File: config.mk
export PLATFORM = sky130hd
export DESIGN_NAME = sdlc_data_fifo
export DESIGN_NICKNAME = d
export VERILOG_FILES = /design/src/rtl/sdlc_fifo_pkg.sv /design/src/rtl/fifo_ctrl.sv /design/src/rtl/fifo_store.sv /design/src/rtl/head_status.sv /design/src/rtl/sdlc_data_fifo.sv
export SDC_FILE = /design/constraint.sdc
export NUM_CORES = 1
export LEC_CHECK = 0
export BUFFER_PORTS_ARGS = -buffer_cell sky130_fd_sc_hd__buf_4
export CAP_MARGIN = 20
export CORE_ASPECT_RATIO = 1.75
export CORE_MARGIN = 2
export CORE_UTILIZATION = 38
export DETAILED_ROUTE_END_ITERATION = 8
export PLACE_DENSITY = 0.64
export SYNTH_ARGS = -nofsm -noshare
export SYNTH_HDL_FRONTEND = slang
export SYNTH_SLANG_ARGS = --single-unit
File: constraint.sdc
create_clock -name clk_i -period 5.7 [get_ports clk_i]
set_clock_uncertainty 0.05 [all_clocks]
set_input_delay 1.14 -clock clk_i [delete_from_list [all_inputs] [get_ports clk_i]]
set_output_delay 1.14 -clock clk_i [all_outputs]
set_load 0.02 [all_outputs]
File: src/rtl/sdlc_fifo_pkg.sv
package sdlc_fifo_pkg;
  localparam int unsigned BYTE_W = 8;
  localparam int unsigned TAG_W  = 3;

  typedef struct packed {
    logic              ovr;      // bit 10
    logic              crc_err;  // bit 9
    logic              eof;      // bit 8
    logic [BYTE_W-1:0] data;     // bits 7:0
  } rx_entry_t;

  localparam int unsigned RX_W = $bits(rx_entry_t);
endpackage

File: src/rtl/fifo_ctrl.sv
module fifo_ctrl #(
  parameter int unsigned DEPTH = 8,
  localparam int unsigned AW = $clog2(DEPTH)
) (
  input  logic          clk_i,
  input  logic          rst_ni,
  input  logic          clear_i,
  input  logic          push_i,
  input  logic          pop_i,
  output logic          push_ok_o,
  output logic          pop_ok_o,
  output logic [AW-1:0] wr_addr_o,
  output logic [AW-1:0] rd_addr_o,
  output logic [AW-1:0] last_addr_o,
  output logic          empty_o,
  output logic          full_o
);
  logic [AW:0] wr_ptr_q, rd_ptr_q;

  assign empty_o     = (wr_ptr_q == rd_ptr_q);
  assign full_o      = (wr_ptr_q[AW] != rd_ptr_q[AW]) &&
                       (wr_ptr_q[AW-1:0] == rd_ptr_q[AW-1:0]);
  assign push_ok_o   = push_i && !full_o && !clear_i;
  assign pop_ok_o    = pop_i && !empty_o && !clear_i;
  assign wr_addr_o   = wr_ptr_q[AW-1:0];
  assign rd_addr_o   = rd_ptr_q[AW-1:0];
  assign last_addr_o = wr_ptr_q[AW-1:0] - 1'b1;

  always_ff @(posedge clk_i or negedge rst_ni) begin
    if (!rst_ni) begin
      wr_ptr_q <= '0;
      rd_ptr_q <= '0;
    end else if (clear_i) begin
      wr_ptr_q <= '0;
      rd_ptr_q <= '0;
    end else begin
      if (push_ok_o) wr_ptr_q <= wr_ptr_q + 1'b1;
      if (pop_ok_o)  rd_ptr_q <= rd_ptr_q + 1'b1;
    end
  end

  assert_full_not_empty_R3: assert property (@(posedge clk_i) disable iff (!rst_ni)
    full_o |-> !empty_o);
  assert_full_push_ignored_R9: assert property (@(posedge clk_i) disable iff (!rst_ni)
    (push_i && full_o && !pop_i && !clear_i) |=> (full_o && $stable(wr_ptr_q)));
  assert_empty_pop_ignored_R6: assert property (@(posedge clk_i) disable iff (!rst_ni)
    (pop_i && empty_o) |=> $stable(rd_ptr_q));
  assert_clear_empties_R10: assert property (@(posedge clk_i) disable iff (!rst_ni)
    clear_i |=> empty_o);
endmodule

File: src/rtl/fifo_store.sv
module fifo_store #(
  parameter int unsigned W     = 8,
  parameter int unsigned DEPTH = 8,
  localparam int unsigned AW = $clog2(DEPTH)
) (
  input  logic          clk_i,
  input  logic          rst_ni,
  input  logic          we_i,
  input  logic [AW-1:0] waddr_i,
  input  logic [W-1:0]  wdata_i,
  input  logic          mark_i,
  input  logic [AW-1:0] mark_addr_i,
  input  logic [W-1:0]  mark_mask_i,
  input  logic [AW-1:0] raddr_i,
  output logic [W-1:0]  rdata_o
);
  logic [W-1:0] mem_q [DEPTH];

  for (genvar g = 0; g < DEPTH; g++) begin : g_slot
    always_ff @(posedge clk_i or negedge rst_ni) begin
      if (!rst_ni)                                  mem_q[g] <= '0;
      else if (we_i && waddr_i == AW'(g))           mem_q[g] <= wdata_i;
      else if (mark_i && mark_addr_i == AW'(g))     mem_q[g] <= mem_q[g] | mark_mask_i;
    end
  end

  assign rdata_o = mem_q[raddr_i];

  assert_mark_sticks_R9: assert property (@(posedge clk_i) disable iff (!rst_ni)
    (mark_i && !(we_i && waddr_i == mark_addr_i)) |=>
      ((mem_q[$past(mark_addr_i)] & $past(mark_mask_i)) == $past(mark_mask_i)));
endmodule

File: src/rtl/head_status.sv
module head_status #(
  parameter int unsigned TW = 3
) (
  input  logic          clk_i,
  input  logic          rst_ni,
  input  logic          head_valid_i,
  input  logic [TW-1:0] head_tags_i,
  output logic [TW-1:0] tags_o
);
  always_ff @(posedge clk_i or negedge rst_ni) begin
    if (!rst_ni)           tags_o <= '0;
    else if (head_valid_i) tags_o <= head_tags_i;
  end

  assert_hold_when_empty_R8: assert property (@(posedge clk_i) disable iff (!rst_ni)
    !head_valid_i |=> $stable(tags_o));
endmodule

File: src/rtl/sdlc_data_fifo.sv
module sdlc_data_fifo
  import sdlc_fifo_pkg::*;
#(
  parameter int unsigned DEPTH = 8,
  localparam int unsigned AW = $clog2(DEPTH)
) (
  input  logic              clk_i,
  input  logic              rst_ni,
  input  logic              tx_en_i,
  input  logic              rx_en_i,
  input  logic              bus_wr_i,
  input  logic [BYTE_W-1:0] bus_wdata_i,
  input  logic              bus_rd_i,
  output logic [BYTE_W-1:0] bus_rdata_o,
  output logic              tx_valid_o,
  output logic [BYTE_W-1:0] tx_data_o,
  input  logic              tx_ready_i,
  input  logic              rx_push_i,
  input  logic [BYTE_W-1:0] rx_data_i,
  input  logic              rx_eof_i,
  input  logic              rx_crc_err_i,
  output logic              stat_eof_o,
  output logic              stat_crc_err_o,
  output logic              stat_ovr_o,
  output logic              tx_empty_o,
  output logic              tx_full_o,
  output logic              rx_empty_o,
  output logic              rx_full_o
);
  // transmit side
  logic          tx_push_ok, tx_pop_ok;
  logic [AW-1:0] tx_waddr, tx_raddr, tx_last;

  fifo_ctrl #(.DEPTH(DEPTH)) i_tx_ctrl (
    .clk_i, .rst_ni,
    .clear_i    (!tx_en_i),
    .push_i     (bus_wr_i),
    .pop_i      (tx_ready_i),
    .push_ok_o  (tx_push_ok),
    .pop_ok_o   (tx_pop_ok),
    .wr_addr_o  (tx_waddr),
    .rd_addr_o  (tx_raddr),
    .last_addr_o(tx_last),
    .empty_o    (tx_empty_o),
    .full_o     (tx_full_o)
  );

  fifo_store #(.W(BYTE_W), .DEPTH(DEPTH)) i_tx_store (
    .clk_i, .rst_ni,
    .we_i       (tx_push_ok),
    .waddr_i    (tx_waddr),
    .wdata_i    (bus_wdata_i),
    .mark_i     (1'b0),
    .mark_addr_i(tx_last),
    .mark_mask_i('0),
    .raddr_i    (tx_raddr),
    .rdata_o    (tx_data_o)
  );

  assign tx_valid_o = !tx_empty_o;

  // receive side
  logic          rx_push_ok, rx_pop_ok, rx_overrun;
  logic [AW-1:0] rx_waddr, rx_raddr, rx_last;
  rx_entry_t     rx_in, rx_head, ovr_mask;

  always_comb begin
    rx_in         = '0;
    rx_in.data    = rx_data_i;
    rx_in.eof     = rx_eof_i;
    rx_in.crc_err = rx_crc_err_i;
    ovr_mask      = '0;
    ovr_mask.ovr  = 1'b1;
  end

  fifo_ctrl #(.DEPTH(DEPTH)) i_rx_ctrl (
    .clk_i, .rst_ni,
    .clear_i    (!rx_en_i),
    .push_i     (rx_push_i),
    .pop_i      (bus_rd_i),
    .push_ok_o  (rx_push_ok),
    .pop_ok_o   (rx_pop_ok),
    .wr_addr_o  (rx_waddr),
    .rd_addr_o  (rx_raddr),
    .last_addr_o(rx_last),
    .empty_o    (rx_empty_o),
    .full_o     (rx_full_o)
  );

  // dropped push tags the newest stored entry
  assign rx_overrun = rx_push_i && rx_en_i && rx_full_o;

  fifo_store #(.W(RX_W), .DEPTH(DEPTH)) i_rx_store (
    .clk_i, .rst_ni,
    .we_i       (rx_push_ok),
    .waddr_i    (rx_waddr),
    .wdata_i    (rx_in),
    .mark_i     (rx_overrun),
    .mark_addr_i(rx_last),
    .mark_mask_i(ovr_mask),
    .raddr_i    (rx_raddr),
    .rdata_o    (rx_head)
  );

  always_ff @(posedge clk_i or negedge rst_ni) begin
    if (!rst_ni)        bus_rdata_o <= '0;
    else if (rx_pop_ok) bus_rdata_o <= rx_head.data;
  end

  head_status #(.TW(TAG_W)) i_status (
    .clk_i, .rst_ni,
    .head_valid_i(!rx_empty_o),
    .head_tags_i ({rx_head.ovr, rx_head.crc_err, rx_head.eof}),
    .tags_o      ({stat_ovr_o, stat_crc_err_o, stat_eof_o})
  );

  assert_rdata_hold_R6: assert property (@(posedge clk_i) disable iff (!rst_ni)
    (bus_rd_i && rx_empty_o) |=> $stable(bus_rdata_o));
  assert_tx_disabled_empty_R4: assert property (@(posedge clk_i) disable iff (!rst_ni)
    !tx_en_i |=> !tx_valid_o);
endmodule

Word level (Yosys, flattened, before mapping)

Index checks and enable logic that the tools add are counted.

$add $sub $neg: 5
Order comparisons: 2
Equal/unequal tests: 31
Muxes and demuxes: 30
Bitwise operators: 2
Reductions and logical operators: 51

Operators with widths:

| operator                                                              | count |
|---|---|
| 11-bit two-way mux                                                    | 18 |
| 3-bit equality test, second input constant                            | 12 |
| 1-bit logical AND                                                     | 36 |
| 11-bit binary-select mux with 3-bit select                            | 1 |
| 4-bit two-way mux                                                     | 8 |
| 8-bit binary-select mux with 3-bit select                             | 1 |
| 3-bit by 2-bit equality test with 1-bit output, second input constant | 6 |
| 4-bit by 1-bit adder with 4-bit output, second input constant         | 4 |
| 8-bit two-way mux                                                     | 2 |
| 2-bit nonzero test                                                    | 8 |
| 3-bit by 1-bit equality test with 1-bit output, second input constant | 3 |
| 3-bit logical NOT                                                     | 3 |
| 4-bit equality test                                                   | 2 |
| 4-bit >= comparator, second input constant                            | 2 |
| 2-bit by 1-bit != test with 1-bit output, second input constant       | 4 |
| 3-bit inverter with 4-bit output                                      | 2 |
| 3-bit equality test                                                   | 2 |
| 1-bit logical NOT                                                     | 4 |
| 3-bit by 1-bit subtractor with 3-bit output, second input constant    | 1 |
| 1-bit != test                                                         | 2 |

Bits in registers: 179
Output and inout port bits: 24

Longest topological paths before layout

Gate-level depths: netlist of the first run.

Depth in word-level cells: 7
Gate-level depth with buffers: 7
Depth with buffers taken out: 6

Hierarchy

A second synthesis of the first run with hierarchy kept.

Cells, all modules: 971
Area total of the unflattened synthesis: 9729.3 µm²

By module, submodules not included:

| module                  | instances | cells each | area each (µm²) | seq. area each (µm²) |
|---|---|---|---|---|
| fifo_store (i_rx_store) | 1         | 453        | 4496.8          | 2202.1 |
| fifo_store (i_tx_store) | 1         | 340        | 3362.0          | 1601.5 |
| fifo_ctrl               | 2         | 74         | 700.7           | 200.2 |
| sdlc_data_fifo          | 1         | 24         | 360.3           | 200.2 |
| head_status             | 1         | 6          | 108.9           | 75.1 |

Worst setup path before layout of the first run

OpenSTA, ideal clock, no wires.

Path kind: reg-to-output
From: register i_tx_ctrl.rd_ptr_q[0]
To: output port tx_data_o[0]
Data arrival time: 1.659 ns
Data required time: 4.510 ns
Slack: 2.851 ns
Cell stages (with the launch flop): 5
Cells stage by stage: dfrtp_1 -> buf_6 -> buf_2 -> mux4_2 -> mux2_2

Word-level cells in the longest chain between the ends: 4

RTL lines:

| item                                                   | RTL line             | source |
|---|---|---|
| start: declaration                                     | fifo_ctrl.sv:18      | `logic [AW:0] wr_ptr_q, rd_ptr_q;` |
| start signal: assignment                               | fifo_ctrl.sv:38      | `if (pop_ok_o) rd_ptr_q <= rd_ptr_q + 1'b1;` |
| 3-bit inverter with 4-bit output (implied by the code) | fifo_store.sv:27     | `assign rdata_o = mem_q[raddr_i];` |
| 8-bit binary-select mux with 3-bit select              | fifo_store.sv:27     |  |
| 8-bit two-way mux (implied by the code) (2 in series)  | fifo_store.sv:27     |  |
| end: declaration                                       | sdlc_data_fifo.sv:16 | `output logic [BYTE_W-1:0] tx_data_o,` |

No other way between the ends. The select of a mux whose other input is x is not followed.

Worst setup path after layout of the first run

From: register i_tx_ctrl.rd_ptr_q[0]
To: output port tx_data_o[7]

Same word-level chain as after synthesis.

==> metrics.txt, run 1 <==
Total Routing Usage GR 16.1%; CTS max path bufs 2; P&R area growth vs syn 14.1%; routed len/inst 19.5 um; row cnt 73; Worst-Margin Slew 0.979 ns; Critical Path, Cell by Cell buf_4 -> mux4_1 -> mux2_2 -> buf_4; cts bufs inserted 17; top cell type's share of synthesized area 51.9%; CP max FO 15; crit share post-route 69.5%; TritonCTS clock tree yes; worst setup margin 1.74 ns; share of layout cells above drive strength 1 45.2%; Die X 118 um; TritonRoute pass-1 iters 4; Netlist cell types 40; Cell Area, Synth 8640 um2; GR Overflow Total 0; Fin Setup TNS 0 ns; Final Util 43.7%; maximum number of pins on one net before global-route repair 91; cells resized by post-CTS repair 0; fin. max-slew vios 0; CP Launch Type flop; number of DRC markers in iteration 0 199; run status complete, no violations; hold_sp i_rx_store.mem_q[49]; Setup CP Type reg2out; initial antenna violation count 0; Core Area 22,600 um2; crit path capture type output pin; syn_nets 610; peak per-stage delay on the critical path 0.99 ns; Worst Hold End i_rx_store.mem_q[49]; Tmin final 3.96 ns; Hold Path Cell Cnt 1; number of global-route vias before repair 5,476; Buffers on Ports 49; warnings from Yosys 0; Post-DP HPWL 12,500 um; cell taking the most area after synthesis dfrtp_1; Max Fclk 0.252 GHz; starting density of the core 38.3%; Seq/Total Area, Yosys 51.9%; CP Buf/Inv Count 2; clock transition at the registers of the reported paths 0.07 ns; crit-path leading delay family flip-flops; reg-to-reg endpoint i_rx_store.mem_q[27]; Via-to-Cell Ratio 5.26; Syn Inst Count 569; Reg-to-Reg Start i_rx_ctrl.rd_ptr_q[2]; Worst Reg-to-Reg Cells 4; static leakage 0.00447 uW; H-tree Lvls 4; Die Footprint 24,000 um2; Slowest-stage cell, CP dfrtp_1; Top cell by count, worst path buf_4; Final ANT Viol Nets 0; Post-CTS Setup Bufs 0; final hold violations 0; Relative slew margins 34.8%; FF+latch count, synth 179; Hold Crit Class reg2reg; top cells by area, synth dfrtp_1, mux2_2, mux4_2; clk sinks 179; worst slack, placed 2.16 ns; Worst R2R Setup Slack 2.56 ns; routed vias 4,891; Detailed Route WL 18,100 um; routability cong. 0.804; antenna cells 0; Peak VDD IR 255 uV; overall die height 203 um; root buf cell clkbuf_16; DRC errors left 0; Crit path required time 4.51 ns; hold buffers post-CTS 0; setup violators final 0; Arr. time, crit path 2.77 ns; Ports 50; max-cap viol count 0; first-pass GRT wire length 29,800 um; clock latency at the later pin of the worst-skew pair 0.44 ns; mean cell area of the mapped netlist 15.2 um2; pwr dens 368 nW/um2; nets 657; RSZ-0062 raised after global routing no
-- routing by layer --
| layer | global-route usage, % | share of wire, % | vias up |
|---|---|---|---|
| li1 | - | - | 2195 |
| met1 | 17.4 | 39 | 2575 |
| met2 | 30.6 | 56 | 90 |
| met3 | 3.44 | 3.0 | 31 |
| met4 | 5.85 | 2.0 | 0 |
| met5 | 0 | 0 | - |
-- kinds of logic after synthesis --
group	count (synthesis)	share of synthesized area (%)
AO/OA/AOI/OAI	39	3.14
multiplexers	207	33.5
adder cells (fa/ha/maj)	15	2.17
AND/OR/NAND/NOR	71	4.68
buffers and inverters	40	2.64
XOR/XNOR	18	2.04
flip-flops	179	51.9
-- power by group --
group          switching, uW  leakage, uW  internal (uW)  total, uW
combinational            380      0.00183            458        839
sequential               141      0.00235           1490       1630
clock                    554     0.000285            607       1160
-- worst max-delay path by stage --
stage / slack, ns / from / end / cells past startpoint
finish: 1.74 / i_tx_ctrl.rd_ptr_q[0] / tx_data_o[7] / 4
global placement: 2.18 / i_tx_ctrl.rd_ptr_q[0] / tx_data_o[7] / 4
floorplan: 2.85 / i_tx_ctrl.rd_ptr_q[0] / tx_data_o[0] / 4
global route: 1.58 / i_tx_ctrl.rd_ptr_q[0] / tx_data_o[7] / 4
CTS: 1.67 / i_tx_ctrl.rd_ptr_q[0] / tx_data_o[7] / 4
detailed placement: 2.16 / i_tx_ctrl.rd_ptr_q[0] / tx_data_o[7] / 4
-- area by class of cell --
type	count	area [um2]
clock inverter	13	141
fill	2084	12700
tap	300	375
clock buffer	19	453
multi-input combinational	350	3930
timing repair buffer	57	432
sequential	179	4480
inverter	11	41.3
-- synthesized netlist by cell type --
master      n
dfrtp_1   179
mux2_2    102
mux2_4     40
mux4_2     37
nor2_1     20
mux2i_1    17
a21oi_1    15
ha_1       15
a31oi_1    11
inv_1      10
mux2_1     10
nand2_1    10
xor2_1      9
buf_2       8
xnor2_1     8
clkbuf_1    7
nand3_1     7
and2_1      6
and3_1      6
buf_4       6
buf_6       6
nand3_2     6
o21ai_0     5
or3_1       4
and3_4      3
nand2b_1    3
o41ai_2     3
a41oi_1     2
buf_1       2
nand4_1     2
a21boi_0    1
inv_2       1
mux4_1      1
nor2b_1     1
nor4_1      1
o31ai_1     1
o41a_4      1
or4_1       1
or4_4       1
xor2_4      1
-- state kept, by name (all words and copies together), names as in the netlist --
name and count:
i_rx_store.mem_q 88, i_tx_store.mem_q 64, bus_rdata_o 8, i_rx_ctrl.rd_ptr_q 4, i_rx_ctrl.wr_ptr_q 4, i_tx_ctrl.rd_ptr_q 4, i_tx_ctrl.wr_ptr_q 4, i_status.tags_o 3
-- per-stage QoR --
step | std cells | hold slack, ns | power, uW | cell area, um2
after floorplan | 569 | 0.402 | 2210 | 8640
after global placement | 897 | 0.412 | 2470 | 9260
after detailed placement | 897 | 0.427 | 2510 | 9260
after CTS | 929 | 0.443 | 3680 | 9850
after global routing | 929 | 0.468 | 3820 | 9850
final | 929 | 0.440 | 3630 | 9850
-- layout by cell type (no fill, tap or decap), types with 2 or more instances in the layout --
master        n
nand3_1       7
o41ai_2       3
and2_1        6
o21ai_0       5
mux2_4       40
inv_1        10
and3_4        3
a31oi_1      11
ha_1         15
a41oi_1       2
mux4_2       37
dfrtp_1     179
inv_8         3
mux2_1       10
mux2_2      102
xnor2_1       8
nand3_2       6
nand4_1       2
clkbuf_16    17
nand2_1      10
nand2b_1      3
mux2i_1      17
a21oi_1      15
and3_1        6
clkbuf_8      2
inv_6         4
buf_4        56
nor2_1       20
clkinvlp_4    2
clkinv_8      3
xor2_1        9
or3_1         4
No activity file was read; power rests on OpenSTA's default activity.
==> run 2: changes to the inputs <==
Settings changed: PLACE_DENSITY 0.64 to 0.66.
Clock period 5.7 ns to 3.4 ns, I/O delays scaled along.
==> metrics.txt, run 2 (synthesized netlist as in run 1, its figures left out) <==
run status complete, no violations; routed len/inst 19.6 um (+0.37%); Final ANT Viol Nets 0 (unchanged); final hold violations 0 (unchanged); antenna cells 0 (unchanged); Biggest register i_rx_store.mem_q; P&R area growth vs syn 15.4%; Arr. time, crit path 2.18 ns (-0.59 ns); cts bufs inserted 17 (unchanged); Ports 50 (unchanged); DRC errors left 0 (unchanged); H-tree Lvls 4 (unchanged); Tmin final 2.91 ns; Crit path required time 2.67 ns (-1.84 ns); Core Area 22,600 um2 (unchanged); number of DRC markers in iteration 0 214 (+7.5%); routed vias 4,857 (-0.70%); clock latency at the later pin of the worst-skew pair 0.42 ns (-0.02 ns); worst slack, placed 0.702 ns (-1.45 ns); Reg-to-Reg Start i_tx_ctrl.rd_ptr_q[2]; max-cap viol count 0 (unchanged); commonest non-fill, non-tap cell in the layout dfrtp_1; Buffers on Ports 49 (unchanged); static leakage 0.00453 uW (+1.3%); most frequent cells in the layout dfrtp_1, mux2_2, buf_4; number of global-route vias before repair 5,462 (-0.26%); row cnt 73 (unchanged); Die X 118 um (unchanged); fin. max-slew vios 0 (unchanged); Worst-Margin Slew 0.750 ns (-0.229 ns); RSZ-0062 raised after global routing no; initial antenna violation count 0 (unchanged); biggest regs i_rx_store.mem_q x88, i_tx_store.mem_q x64, bus_rdata_o x8; worst setup margin 0.491 ns (-1.25 ns); crit share post-route 85.6%; overall die height 203 um (unchanged); GR Overflow Total 0 (unchanged); CTS max path bufs 2 (unchanged); Worst Reg-to-Reg Cells 4 (unchanged); first-pass GRT wire length 30,000 um (+0.77%); max reg flops 88 (unchanged); setup violators final 0 (unchanged); hold buffers post-CTS 0 (unchanged); Post-DP HPWL 12,500 um (about the same); share of layout cells above drive strength 1 45.4% (+0.27 points); Hold Crit Class in2async; TritonRoute pass-1 iters 4 (unchanged); Fin Setup TNS 0 ns (unchanged); Detailed Route WL 18,300 um (+0.91%); Peak VDD IR 413 uV (+62%); CP Launch Type flop; final std cells w/o fill 934 (+0.54%); nets 662 (+0.76%); Final Util 44.2% (+0.50 points); reg-to-reg endpoint i_tx_store.mem_q[1]; pwr dens 632 nW/um2 (+72%); Max Fclk 0.344 GHz; crit path capture type output pin; Setup CP Type reg2out; starting density of the core 38.3% (unchanged); Total Routing Usage GR 16.1% (-0.065 points); start point of the critical path i_tx_ctrl.rd_ptr_q[0]; Placed Area 9320 um2 (+0.68%); Post-CTS Setup Bufs 0 (unchanged); maximum number of pins on one net before global-route repair 71 (-22%); TritonCTS clock tree yes; Worst Setup EP tx_data_o[5]; CP max FO 20 (+5); Via-to-Cell Ratio 5.20 (-1.2%); clk sinks 179 (unchanged); post-route cell area 9970 um2 (+1.1%); Worst R2R Setup Slack 0.81 ns (-1.75 ns); clock transition at the registers of the reported paths 0.07 ns (about the same); placed cells 902 (+0.56%); Die Footprint 24,000 um2 (unchanged); cells resized by post-CTS repair 0 (unchanged); Relative slew margins 50.0% (+15 points); routability cong. 0.814 (+1.2%); root buf cell clkbuf_16
## run 2: cell count changes in the layout (fill, tap and decap cells not counted), sizes merged
cell and delta:
clkinv -3, buf +5, bufinv +4, clkbuf -1
## run 2: worst min-delay path by stage
stage / cells past startpoint / slack (ns) / to
after floorplan: 0 / 0.33 / bus_rdata_o[0]
after global placement: 1 / 0.41 / i_rx_store.mem_q[48]
after detailed placement: 1 / 0.43 / i_rx_store.mem_q[48]
after CTS: 1 / 0.24 / i_rx_store.mem_q[64]
after global routing: 1 / 0.25 / bus_rdata_o[1]
final: 1 / 0.22 / i_rx_store.mem_q[64]
## run 2: final cells by class
cell class              count  area [um2]
multi-input cells         350        3930
well taps                 300         375
repair buffers             62         494
clock buffers              18         429
flip-flops and latches    179        4480
fillers                  2040       12600
clock inverters            14         215
inverters                  11        41.3
## run 2: worst max-delay path, cell delays in order (launching register included)
cell	delay, ns
dfrtp_1	0.33
buf_4	0.38
mux4_2	0.57
mux2_2	0.30
buf_4	0.16
## run 2: stage by stage
| stage | total power (uW) | hold WS, ns |
|---|---|---|
| floorplan | 3700 | 0.334 |
| global placement | 4160 | 0.414 |
| global route | 6610 | 0.249 |
| detailed placement | 4230 | 0.432 |
| CTS | 6390 | 0.244 |
| finish | 6300 | 0.219 |
## run 2: metal layers
metal	up-vias	global-route usage (%)	routed length, um
met3	21	2.85	403
li1	2192	-	-
met2	80	30.3	10300
met4	0	5.16	337
met5	-	0	0
met1	2564	18.2	7240
## run 2: where the power goes
part | total, uW | internal (uW) | switching, uW | leakage, uW
registers | 2710 | 2500 | 206 | 0.00235
logic | 1460 | 781 | 680 | 0.00187
clock network | 2140 | 1260 | 876 | 0.000309
total | 6300 | 4540 | 1760 | 0.00453
